### src/rtl/pmic_bridge_pkg.sv
package pmic_bridge_pkg;

    localparam int HOST_W  = 32;
    localparam int REG_W   = 16;
    localparam int TADDR_W = 15;
    localparam int CODE_W  = 3;
    localparam int PAD_W   = HOST_W - CODE_W - REG_W;

    typedef enum logic [CODE_W-1:0] {
        ST_IDLE    = 3'd0,
        ST_WR_BUSY = 3'd1,
        ST_RD_BUSY = 3'd2,
        ST_VALID   = 3'd6
    } eng_state_e;

    typedef struct packed {
        eng_state_e         st;
        logic               wr;
        logic [TADDR_W-1:0] taddr;
        logic [REG_W-1:0]   wdata;
        logic [REG_W-1:0]   rdata;
    } eng_regs_t;

endpackage

### src/rtl/pmic_regdec.sv
module pmic_regdec #(
    parameter int          ADDR_W   = 8,
    parameter logic [7:0]  CMD_OFS  = 8'hA0,
    parameter logic [7:0]  STAT_OFS = 8'hA4,
    parameter logic [7:0]  CLR_OFS  = 8'hA8
) (
    input  logic              bus_en,
    input  logic              bus_we,
    input  logic [ADDR_W-1:0] bus_addr,
    input  logic              wbit0,
    output logic              cmd_wr,
    output logic              clr_wr,
    output logic              rd_en,
    output logic              rd_stat
);
    localparam logic [ADDR_W-1:0] CMD_A  = ADDR_W'(CMD_OFS);
    localparam logic [ADDR_W-1:0] STAT_A = ADDR_W'(STAT_OFS);
    localparam logic [ADDR_W-1:0] CLR_A  = ADDR_W'(CLR_OFS);

    always_comb begin
        cmd_wr  = bus_en && bus_we && (bus_addr == CMD_A);
        clr_wr  = bus_en && bus_we && (bus_addr == CLR_A) && wbit0;
        rd_en   = bus_en && !bus_we;
        rd_stat = bus_addr == STAT_A;
    end
endmodule

### src/rtl/pmic_seq.sv
module pmic_seq
    import pmic_bridge_pkg::*;
(
    input  logic               clk,
    input  logic               rst_n,
    input  logic               cmd_wr,
    input  logic [HOST_W-1:0]  cmd_word,
    input  logic               clr_wr,
    input  logic               dn_ack,
    input  logic [REG_W-1:0]   dn_rdata,
    output logic               dn_req,
    output logic               dn_wr,
    output logic [TADDR_W-1:0] dn_addr,
    output logic [REG_W-1:0]   dn_wdata,
    output logic [CODE_W-1:0]  state_code,
    output logic [REG_W-1:0]   rd_data
);
    eng_regs_t eng_d, eng_q;

    always_comb begin
        eng_d = eng_q;
        unique case (eng_q.st)
            ST_IDLE: if (cmd_wr) begin
                eng_d.wr    = cmd_word[HOST_W-1];
                eng_d.taddr = cmd_word[HOST_W-2 -: TADDR_W];
                eng_d.wdata = cmd_word[REG_W-1:0];
                eng_d.st    = cmd_word[HOST_W-1] ? ST_WR_BUSY : ST_RD_BUSY;
            end
            ST_WR_BUSY: if (dn_ack) eng_d.st = ST_IDLE;
            ST_RD_BUSY: if (dn_ack) begin
                eng_d.rdata = dn_rdata;
                eng_d.st    = ST_VALID;
            end
            ST_VALID: if (clr_wr) eng_d.st = ST_IDLE;
            default: eng_d.st = ST_IDLE;
        endcase
    end

    always_ff @(posedge clk) begin
        if (!rst_n) begin
            eng_q.st    <= ST_IDLE;
            eng_q.wr    <= 1'b0;
            eng_q.taddr <= '0;
            eng_q.wdata <= '0;
            eng_q.rdata <= '0;
        end else begin
            eng_q <= eng_d;
        end
    end

    always_comb begin
        dn_req     = (eng_q.st == ST_WR_BUSY) || (eng_q.st == ST_RD_BUSY);
        dn_wr      = eng_q.wr;
        dn_addr    = eng_q.taddr;
        dn_wdata   = eng_q.wdata;
        state_code = eng_q.st;
        rd_data    = eng_q.rdata;
    end

    // request and its fields held until acknowledged
    p_req_hold_r4: assert property (@(posedge clk) disable iff (!rst_n)
        dn_req && !dn_ack |=> dn_req && $stable(dn_addr) && $stable(dn_wr) && $stable(dn_wdata));
    // write completion goes straight to idle
    p_wr_done_r5: assert property (@(posedge clk) disable iff (!rst_n)
        dn_req && dn_wr && dn_ack |=> state_code == 3'd0 && !dn_req);
    // read completion captures data and shows valid
    p_rd_valid_r6: assert property (@(posedge clk) disable iff (!rst_n)
        dn_req && !dn_wr && dn_ack |=> state_code == 3'd6 && rd_data == $past(dn_rdata));
    // valid held until a clear
    p_valid_hold_r7: assert property (@(posedge clk) disable iff (!rst_n)
        state_code == 3'd6 && !clr_wr |=> state_code == 3'd6 && $stable(rd_data));
    // command ignored when not idle
    p_cmd_ignored_r8: assert property (@(posedge clk) disable iff (!rst_n)
        state_code == 3'd6 && cmd_wr |=> !dn_req);
    // stray acknowledge in idle has no effect
    p_stray_ack_r9: assert property (@(posedge clk) disable iff (!rst_n)
        state_code == 3'd0 && !cmd_wr && dn_ack |=> state_code == 3'd0 && $stable(rd_data));
endmodule

### src/rtl/pmic_readback.sv
module pmic_readback
    import pmic_bridge_pkg::*;
(
    input  logic              clk,
    input  logic              rst_n,
    input  logic              rd_en,
    input  logic              rd_stat,
    input  logic [CODE_W-1:0] state_code,
    input  logic [REG_W-1:0]  rd_data,
    output logic [HOST_W-1:0] rdata
);
    logic [HOST_W-1:0] rdata_d, rdata_q;

    always_comb begin
        rdata_d = rdata_q;
        if (rd_en) rdata_d = rd_stat ? {{PAD_W{1'b0}}, state_code, rd_data} : '0;
    end

    always_ff @(posedge clk) begin
        if (!rst_n) rdata_q <= '0;
        else        rdata_q <= rdata_d;
    end

    assign rdata = rdata_q;
endmodule

### src/rtl/pmic_cmd_bridge.sv
module pmic_cmd_bridge
    import pmic_bridge_pkg::*;
#(
    parameter int         ADDR_W   = 8,
    parameter logic [7:0] CMD_OFS  = 8'hA0,
    parameter logic [7:0] STAT_OFS = 8'hA4,
    parameter logic [7:0] CLR_OFS  = 8'hA8
) (
    input  logic               clk,
    input  logic               rst_n,
    input  logic               bus_en,
    input  logic               bus_we,
    input  logic [ADDR_W-1:0]  bus_addr,
    input  logic [31:0]        bus_wdata,
    output logic [31:0]        bus_rdata,
    output logic               dn_req,
    output logic               dn_wr,
    output logic [14:0]        dn_addr,
    output logic [15:0]        dn_wdata,
    input  logic               dn_ack,
    input  logic [15:0]        dn_rdata
);
    logic              cmd_wr, clr_wr, rd_en, rd_stat;
    logic [CODE_W-1:0] state_code;
    logic [REG_W-1:0]  rd_data;

    pmic_regdec #(.ADDR_W(ADDR_W), .CMD_OFS(CMD_OFS), .STAT_OFS(STAT_OFS), .CLR_OFS(CLR_OFS)) u_dec (
        .bus_en(bus_en), .bus_we(bus_we), .bus_addr(bus_addr), .wbit0(bus_wdata[0]),
        .cmd_wr(cmd_wr), .clr_wr(clr_wr), .rd_en(rd_en), .rd_stat(rd_stat)
    );

    pmic_seq u_seq (
        .clk(clk), .rst_n(rst_n), .cmd_wr(cmd_wr), .cmd_word(bus_wdata), .clr_wr(clr_wr),
        .dn_ack(dn_ack), .dn_rdata(dn_rdata), .dn_req(dn_req), .dn_wr(dn_wr),
        .dn_addr(dn_addr), .dn_wdata(dn_wdata), .state_code(state_code), .rd_data(rd_data)
    );

    pmic_readback u_rb (
        .clk(clk), .rst_n(rst_n), .rd_en(rd_en), .rd_stat(rd_stat),
        .state_code(state_code), .rd_data(rd_data), .rdata(bus_rdata)
    );

    // accepted command appears on the downstream port
    p_cmd_launch_r3: assert property (@(posedge clk) disable iff (!rst_n)
        state_code == 3'd0 && cmd_wr |=> dn_req && dn_addr == $past(bus_wdata[30:16])
                                          && dn_wr == $past(bus_wdata[31]));
    // clear during a pending transfer keeps the request
    p_clr_busy_r10: assert property (@(posedge clk) disable iff (!rst_n)
        dn_req && !dn_ack && clr_wr |=> dn_req);
endmodule

### config.mk
export PLATFORM = sky130hd
export DESIGN_NAME = pmic_cmd_bridge
export DESIGN_NICKNAME = d
export VERILOG_FILES = /design/src/rtl/pmic_bridge_pkg.sv /design/src/rtl/pmic_regdec.sv /design/src/rtl/pmic_seq.sv /design/src/rtl/pmic_readback.sv /design/src/rtl/pmic_cmd_bridge.sv
export SDC_FILE = /design/constraint.sdc
export NUM_CORES = 1
export LEC_CHECK = 0
export ABC_AREA = 0
export CAP_MARGIN = 20
export CORE_MARGIN = 3
export CORE_UTILIZATION = 41
export DETAILED_ROUTE_END_ITERATION = 8
export PLACE_DENSITY = 0.81
export SYNTH_ARGS = -nofsm -noshare
export SYNTH_HDL_FRONTEND = slang
export SYNTH_SLANG_ARGS = --single-unit
### constraint.sdc
create_clock -name clk -period 2.1 [get_ports clk]
set_input_delay 0.315 -clock clk [delete_from_list [all_inputs] [get_ports clk]]
set_output_delay 0.315 -clock clk [all_outputs]
set_load 0.05 [all_outputs]
# [Yosys cells after proc, flatten, opt, wreduce, memory -nomap -nowiden]
# Index checks and enable logic that the tools add are counted.
# W data, S select, Z words.
[totals] register_bits=83 in_bits=61 out_inout_bits=65 elab_cells=34
[classes] eq_ne=10 muxes=7 reduce_logical=11
[op_table] cell="$mux W35" n=1
[op_table] cell="$eq A8 B8 Y1 const B" n=3
[op_table] cell="$mux W19" n=1
[op_table] cell="$pmux W3 S4" n=1
[op_table] cell="$mux W3" n=3
[op_table] cell="$ne A2 B2 Y1 const B" n=4
[op_table] cell="$logic_and A1 B1 Y1" n=5
[op_table] cell="$reduce_and A2 Y1" n=2
[op_table] cell="$reduce_and A4 Y1" n=1
[op_table] cell="$eq A3 B1 Y1 const B" n=1
[op_table] cell="$eq A3 B2 Y1 const B" n=1
[op_table] cell="$eq A3 B3 Y1 const B" n=1
[op_table] cell="$logic_not A3 Y1" n=1
[op_table] cell="$mux W2" n=1
[op_table] cell="$logic_not A1 Y1" n=1
[op_table] cell="$logic_or A1 B1 Y1" n=1

# [Logic depth before layout (Yosys ltp)]
[depth] depth_word=5 ltp_mapped=7 ltp_nobuf=4

# [Hierarchy]
# From an unflattened synthesis, not the netlist that was laid out.
[hier_totals] cells_unflattened=341 area_unflattened_um2=3032.9
[by_module_without_submodules] module="pmic_seq" n_inst=1 cells_per_inst=234 area_each_um2=2090.8
[by_module_without_submodules] module="pmic_readback" n_inst=1 cells_per_inst=98 area_each_um2=869.6
[by_module_without_submodules] module="pmic_regdec" n_inst=1 cells_per_inst=9 area_each_um2=72.6

# [Least setup slack after synthesis]
# Ideal clock, no wire load.
[synth_timing] path_type="reg-to-reg" startpoint="reg u_seq.eng_q, in the netlist u_seq.state_code[1]" endpoint="reg u_seq.eng_q, in the netlist u_seq.state_code[0]" setup_time_ps=59 t_arrival_ps=1731 t_required_ps=2041 slack_ps=310 path_stages_with_launch=6 synth_period_minus_slack_ps=1790 cell_sequence="dfxtp_1 > buf_2 > xnor2_1 > nor2_1 > or4bb_1 > nand2_1"
[synth_between] elab_chain_cells=3 word_cells_on_any_way=10 classes_between="eq/ne: 7; mux: 1; reduce/logical: 2"
[synth_lines] element="from (decl)" line_no="pmic_seq.sv:18" source="eng_regs_t eng_d, eng_q;"
[synth_lines] element="from (signal assigned)" line_no="pmic_seq.sv:47" source="eng_q <= eng_d;"
[synth_lines] element="$eq A3 B3 Y1, or another cell as far along" line_no="pmic_seq.sv:22" source="unique case (eng_q.st)"
[synth_lines] element="$ne A2 B2 Y1 (no source line)"
[synth_lines] element="$reduce_and A4 Y1 (no source line)"
# Several ways; a longest one is shown, not always the timed one.
# A chain may end at the register's enable or synchronous reset.

# [Worst setup path in the final report]
[layout_timing] startpoint="in bus_addr[6]" endpoint="reg u_seq.eng_q, in the netlist u_seq.dn_addr[12]"
[layout_between] elab_chain_cells=3
[layout_lines] element="from (decl)" line_no="pmic_cmd_bridge.sv:13" source="input logic [ADDR_W-1:0] bus_addr,"
[layout_lines] element="$eq A8 B8 Y1" line_no="pmic_regdec.sv:21" source="cmd_wr = bus_en && bus_we && (bus_addr == CMD_A);"
[layout_lines] element="$logic_and A1 B1 Y1" line_no="pmic_regdec.sv:21"
[layout_lines] element="$reduce_and A2 Y1 (no source line)"
# No other way between the ends.

==> results.json <==
{
  "drv_slew": 0,
  "drtPass1Iterations": 4,
  "max_freq_mhz": 537.3,
  "cts_tree": "built",
  "cts-root-buf": "clkbuf_8",
  "fin_nets": 485,
  "viasPerCell": 4.907,
  "post-route-util_pct": 64.89,
  "antenna_found_initial": 0,
  "ctsResizeCount": 0,
  "dpl_cell_area_um2": 3897,
  "cp.arrival_ps": 2120,
  "power_leakage_nw": 1.455,
  "relSlewSlack_pct": 61.57,
  "area_growth_pct": 51.41,
  "synth_seq_area_share_pct": 50.91,
  "yosysWarnings": 0,
  "place_inst": 490,
  "reg2reg_setup_slack_ps": 690,
  "grt_pass1_vias": 2271,
  "grt_max_degree": 68,
  "syn_area_per_cell_um2": 8.683,
  "finalSetupViolCount": 0,
  "grtUsageTotal_pct": 17.75,
  "finalCritPeriodShare_pct": 88.63,
  "r2r_end": "u_seq.state_code[1]",
  "h-tree-depth": 3,
  "worst_slack_ps": 238.8,
  "drive_above_1_share_pct": 7.459,
  "crit_family": "simple AND/OR/NAND/NOR gates",
  "regToRegStartpoint": "u_seq.state_code[1]",
  "synthTopCellsByArea": "dfxtp_1, nand2_1, nand3_1",
  "yosys.area.top_type_share_pct": 50.91,
  "grt_pass1_wl_mm": 10.63,
  "crit_chain": "clkdlybuf4s50_1, or4b_4, and4bb_2, buf_12, nand3_1, o21ai_0",
  "drc": 0,
  "start_util_pct": 42.86,
  "synth_top_family_by_area": "simple AND/OR/NAND/NOR gates",
  "period_needed_ps": 1861,
  "hold_violations": 0,
  "overflow": 0,
  "hpwl_mm": 4.933,
  "core-area_um2": 6422,
  "syn_inst": 317,
  "reg2reg_depth": 4,
  "peakVddDrop_uv": 331.8,
  "cts_buffers": 9,
  "die-area_um2": 7733,
  "finClkSkew_ps": 5.683,
  "insertion_delay_ps": 330,
  "finalWirelength_mm": 6.848,
  "status": "completed",
  "synthesis.area_um2": 2753,
  "dieHeight_um": 87.94,
  "stdcell_count": 506,
  "num_io_pins": 126,
  "antenna_left": 0,
  "required_ps": 2350,
  "drv_cap": 0,
  "crit_path_max_incr_delay_ps": 580,
  "synthDistinctLibCells": 32,
  "p_total_w": 0.002975,
  "gp_congestion": 0.7456,
  "crit_end": "u_seq.dn_addr[12]",
  "cp.buffers_inverters": 2,
  "yosys_register_bits": 70,
  "synth.mux.area_fraction_pct": 0,
  "vias": 2483,
  "cts.sinks": 70,
  "drt_iter0_drc": 72,
  "cp_max_fo": 42,
  "path_clk_slew_ps": 70,
  "diodes": 0,
  "worst-path-stages": 6,
  "fp.dieW_um": 87.94,
  "powerDensity_nw_per_um2": 713.8,
  "rows": 29,
  "rsz0062_at_grt": "no",
  "synthSimpleGateAreaFrac_pct": 24.18,
  "hp-class": "input port to flop",
  "design_area_um2": 4168,
  "cts_setup_buffers": 0,
  "worst_pin_slew_ps": 576.4,
  "synth_fa_ha_area_share_pct": 0,
  "start_kind": "input port",
  "port_buffers": 112,
  "startpoint": "bus_addr[6]",
  "clock_path_buffers": 2,
  "fillers": 540,
  "dp_slack_ps": -99.24,
  "cp_slowest_cell": "or4b_4",
  "wl_per_cell_um": 13.53,
  "crit_type": "input port to flop",
  "synth-compound-area-share_pct": 16.55,
  "cp-end-kind": "flop",
  "synth_xor_area_share_pct": 0.3182,
  "ctsHoldBuffers": 0,
  "synth_largest_area_cell": "dfxtp_1"
}
[Yosys cell counts]
| cell type | number |
|---|---|
| or4bb_1 | 1 |
| a41o_1 | 1 |
| a21oi_1 | 1 |
| o21ai_0 | 32 |
| a21boi_0 | 16 |
| xnor2_1 | 1 |
| and3b_1 | 1 |
| inv_1 | 2 |
| nor2_1 | 3 |
| or3b_2 | 1 |
| dfxtp_1 | 70 |
| nor2b_1 | 19 |
| o21a_1 | 1 |
| nor3b_1 | 1 |
| buf_4 | 13 |
| nand3_1 | 33 |
| or3_1 | 1 |
| nor3_1 | 2 |
| and4bb_2 | 1 |
| nand2b_1 | 1 |
| clkbuf_1 | 15 |
| or4b_4 | 1 |
| o311a_1 | 1 |
| buf_6 | 1 |
| conb_1 | 1 |
| clkbuf_2 | 3 |
| buf_2 | 6 |
| nand3b_1 | 1 |
| and3_1 | 2 |
| nor4_4 | 1 |
| a22oi_1 | 19 |
| nand2_1 | 65 |
[where the power goes]
part | switching, W | leakage (nW) | internal, W | total [W]
registers | 0.000000280 | 0.563 | 0.00133 | 0.00133
clock network | 0.000485 | 0.132 | 0.000939 | 0.00142
logic | 0.000108 | 0.759 | 0.000115 | 0.000224
total | 0.000593 | 1.46 | 0.00238 | 0.00297
[cell families after synthesis]
group / count (synthesis)
compound gates: 71
xor+xnor: 1
buf+inv: 40
flops: 70
other cells: 1
simple gates: 134
[through the flow]
stage               hold WS [ps]  TNS, ps
floorplan                  443.2        0
global placement           442.6   -625.0
detailed placement         450.2    -1546
CTS                        332.2        0
global route               368.8        0
finish                     351.0        0
[final cells by class]
type	instances	area, um2	area share [%]
Clock buffer	10	137.6	3.302
Clock inverter	6	132.6	3.182
Inverter	2	7.507	0.1801
Multi-Input combinational cell	219	1179	28.28
Sequential cell	70	1401	33.62
Tap cell	77	96.34	2.312
Timing Repair Buffer	122	1214	29.12
[state kept, by name (all words and copies together), names as in the netlist]
register / flops
u_rb.rdata: 19
u_seq.dn_wdata: 16
u_seq.rd_data: 16
u_seq.dn_addr: 15
u_seq.state_code: 3
u_seq.dn_wr: 1
[routing by layer]
layer | vias up | track usage [%] | routed length (um)
met5 | - | 0 | 0
met4 | 0 | 7.950 | 95
met3 | 10 | 4.798 | 512
met2 | 87 | 29.66 | 3432
met1 | 1124 | 21.32 | 2808
li1 | 1262 | - | -
[cell usage in the layout (no fill, tap or decap), drive strengths merged, types with 2 or more instances in the layout]
master,synthesis,routed
clkdlybuf4s50,0,110
dfxtp,70,70
nand2,65,65
nand3,33,33
o21ai,32,32
a22oi,19,19
nor2b,19,19
a21boi,16,16
conb,1,13
buf,20,12
clkbuf,18,10
bufinv,0,4
nor2,3,3
nor3,2,2
and3,2,2
inv,2,2
[worst register-to-register path: stages (launching register included)]
cell and delay (ps):
dfxtp_1 470, xnor2_1 130, or3_1 320, a41o_1 250, o311a_1 130
[how the worst min path moves through the flow]
stage | from | end | slack (ps) | cells after the start
after detailed placement | u_seq.dn_wdata[3] | u_seq.dn_wdata[3] | 450 | 2
final | rst_n | u_seq.state_code[0] | 350 | 3
after CTS | rst_n | u_seq.state_code[0] | 330 | 3
after global routing | rst_n | u_seq.state_code[0] | 370 | 3
after floorplan | u_seq.rd_data[10] | u_seq.rd_data[10] | 440 | 2
after global placement | u_seq.dn_addr[11] | u_seq.dn_addr[11] | 440 | 2
No activity file was read; power rests on OpenSTA's default activity.
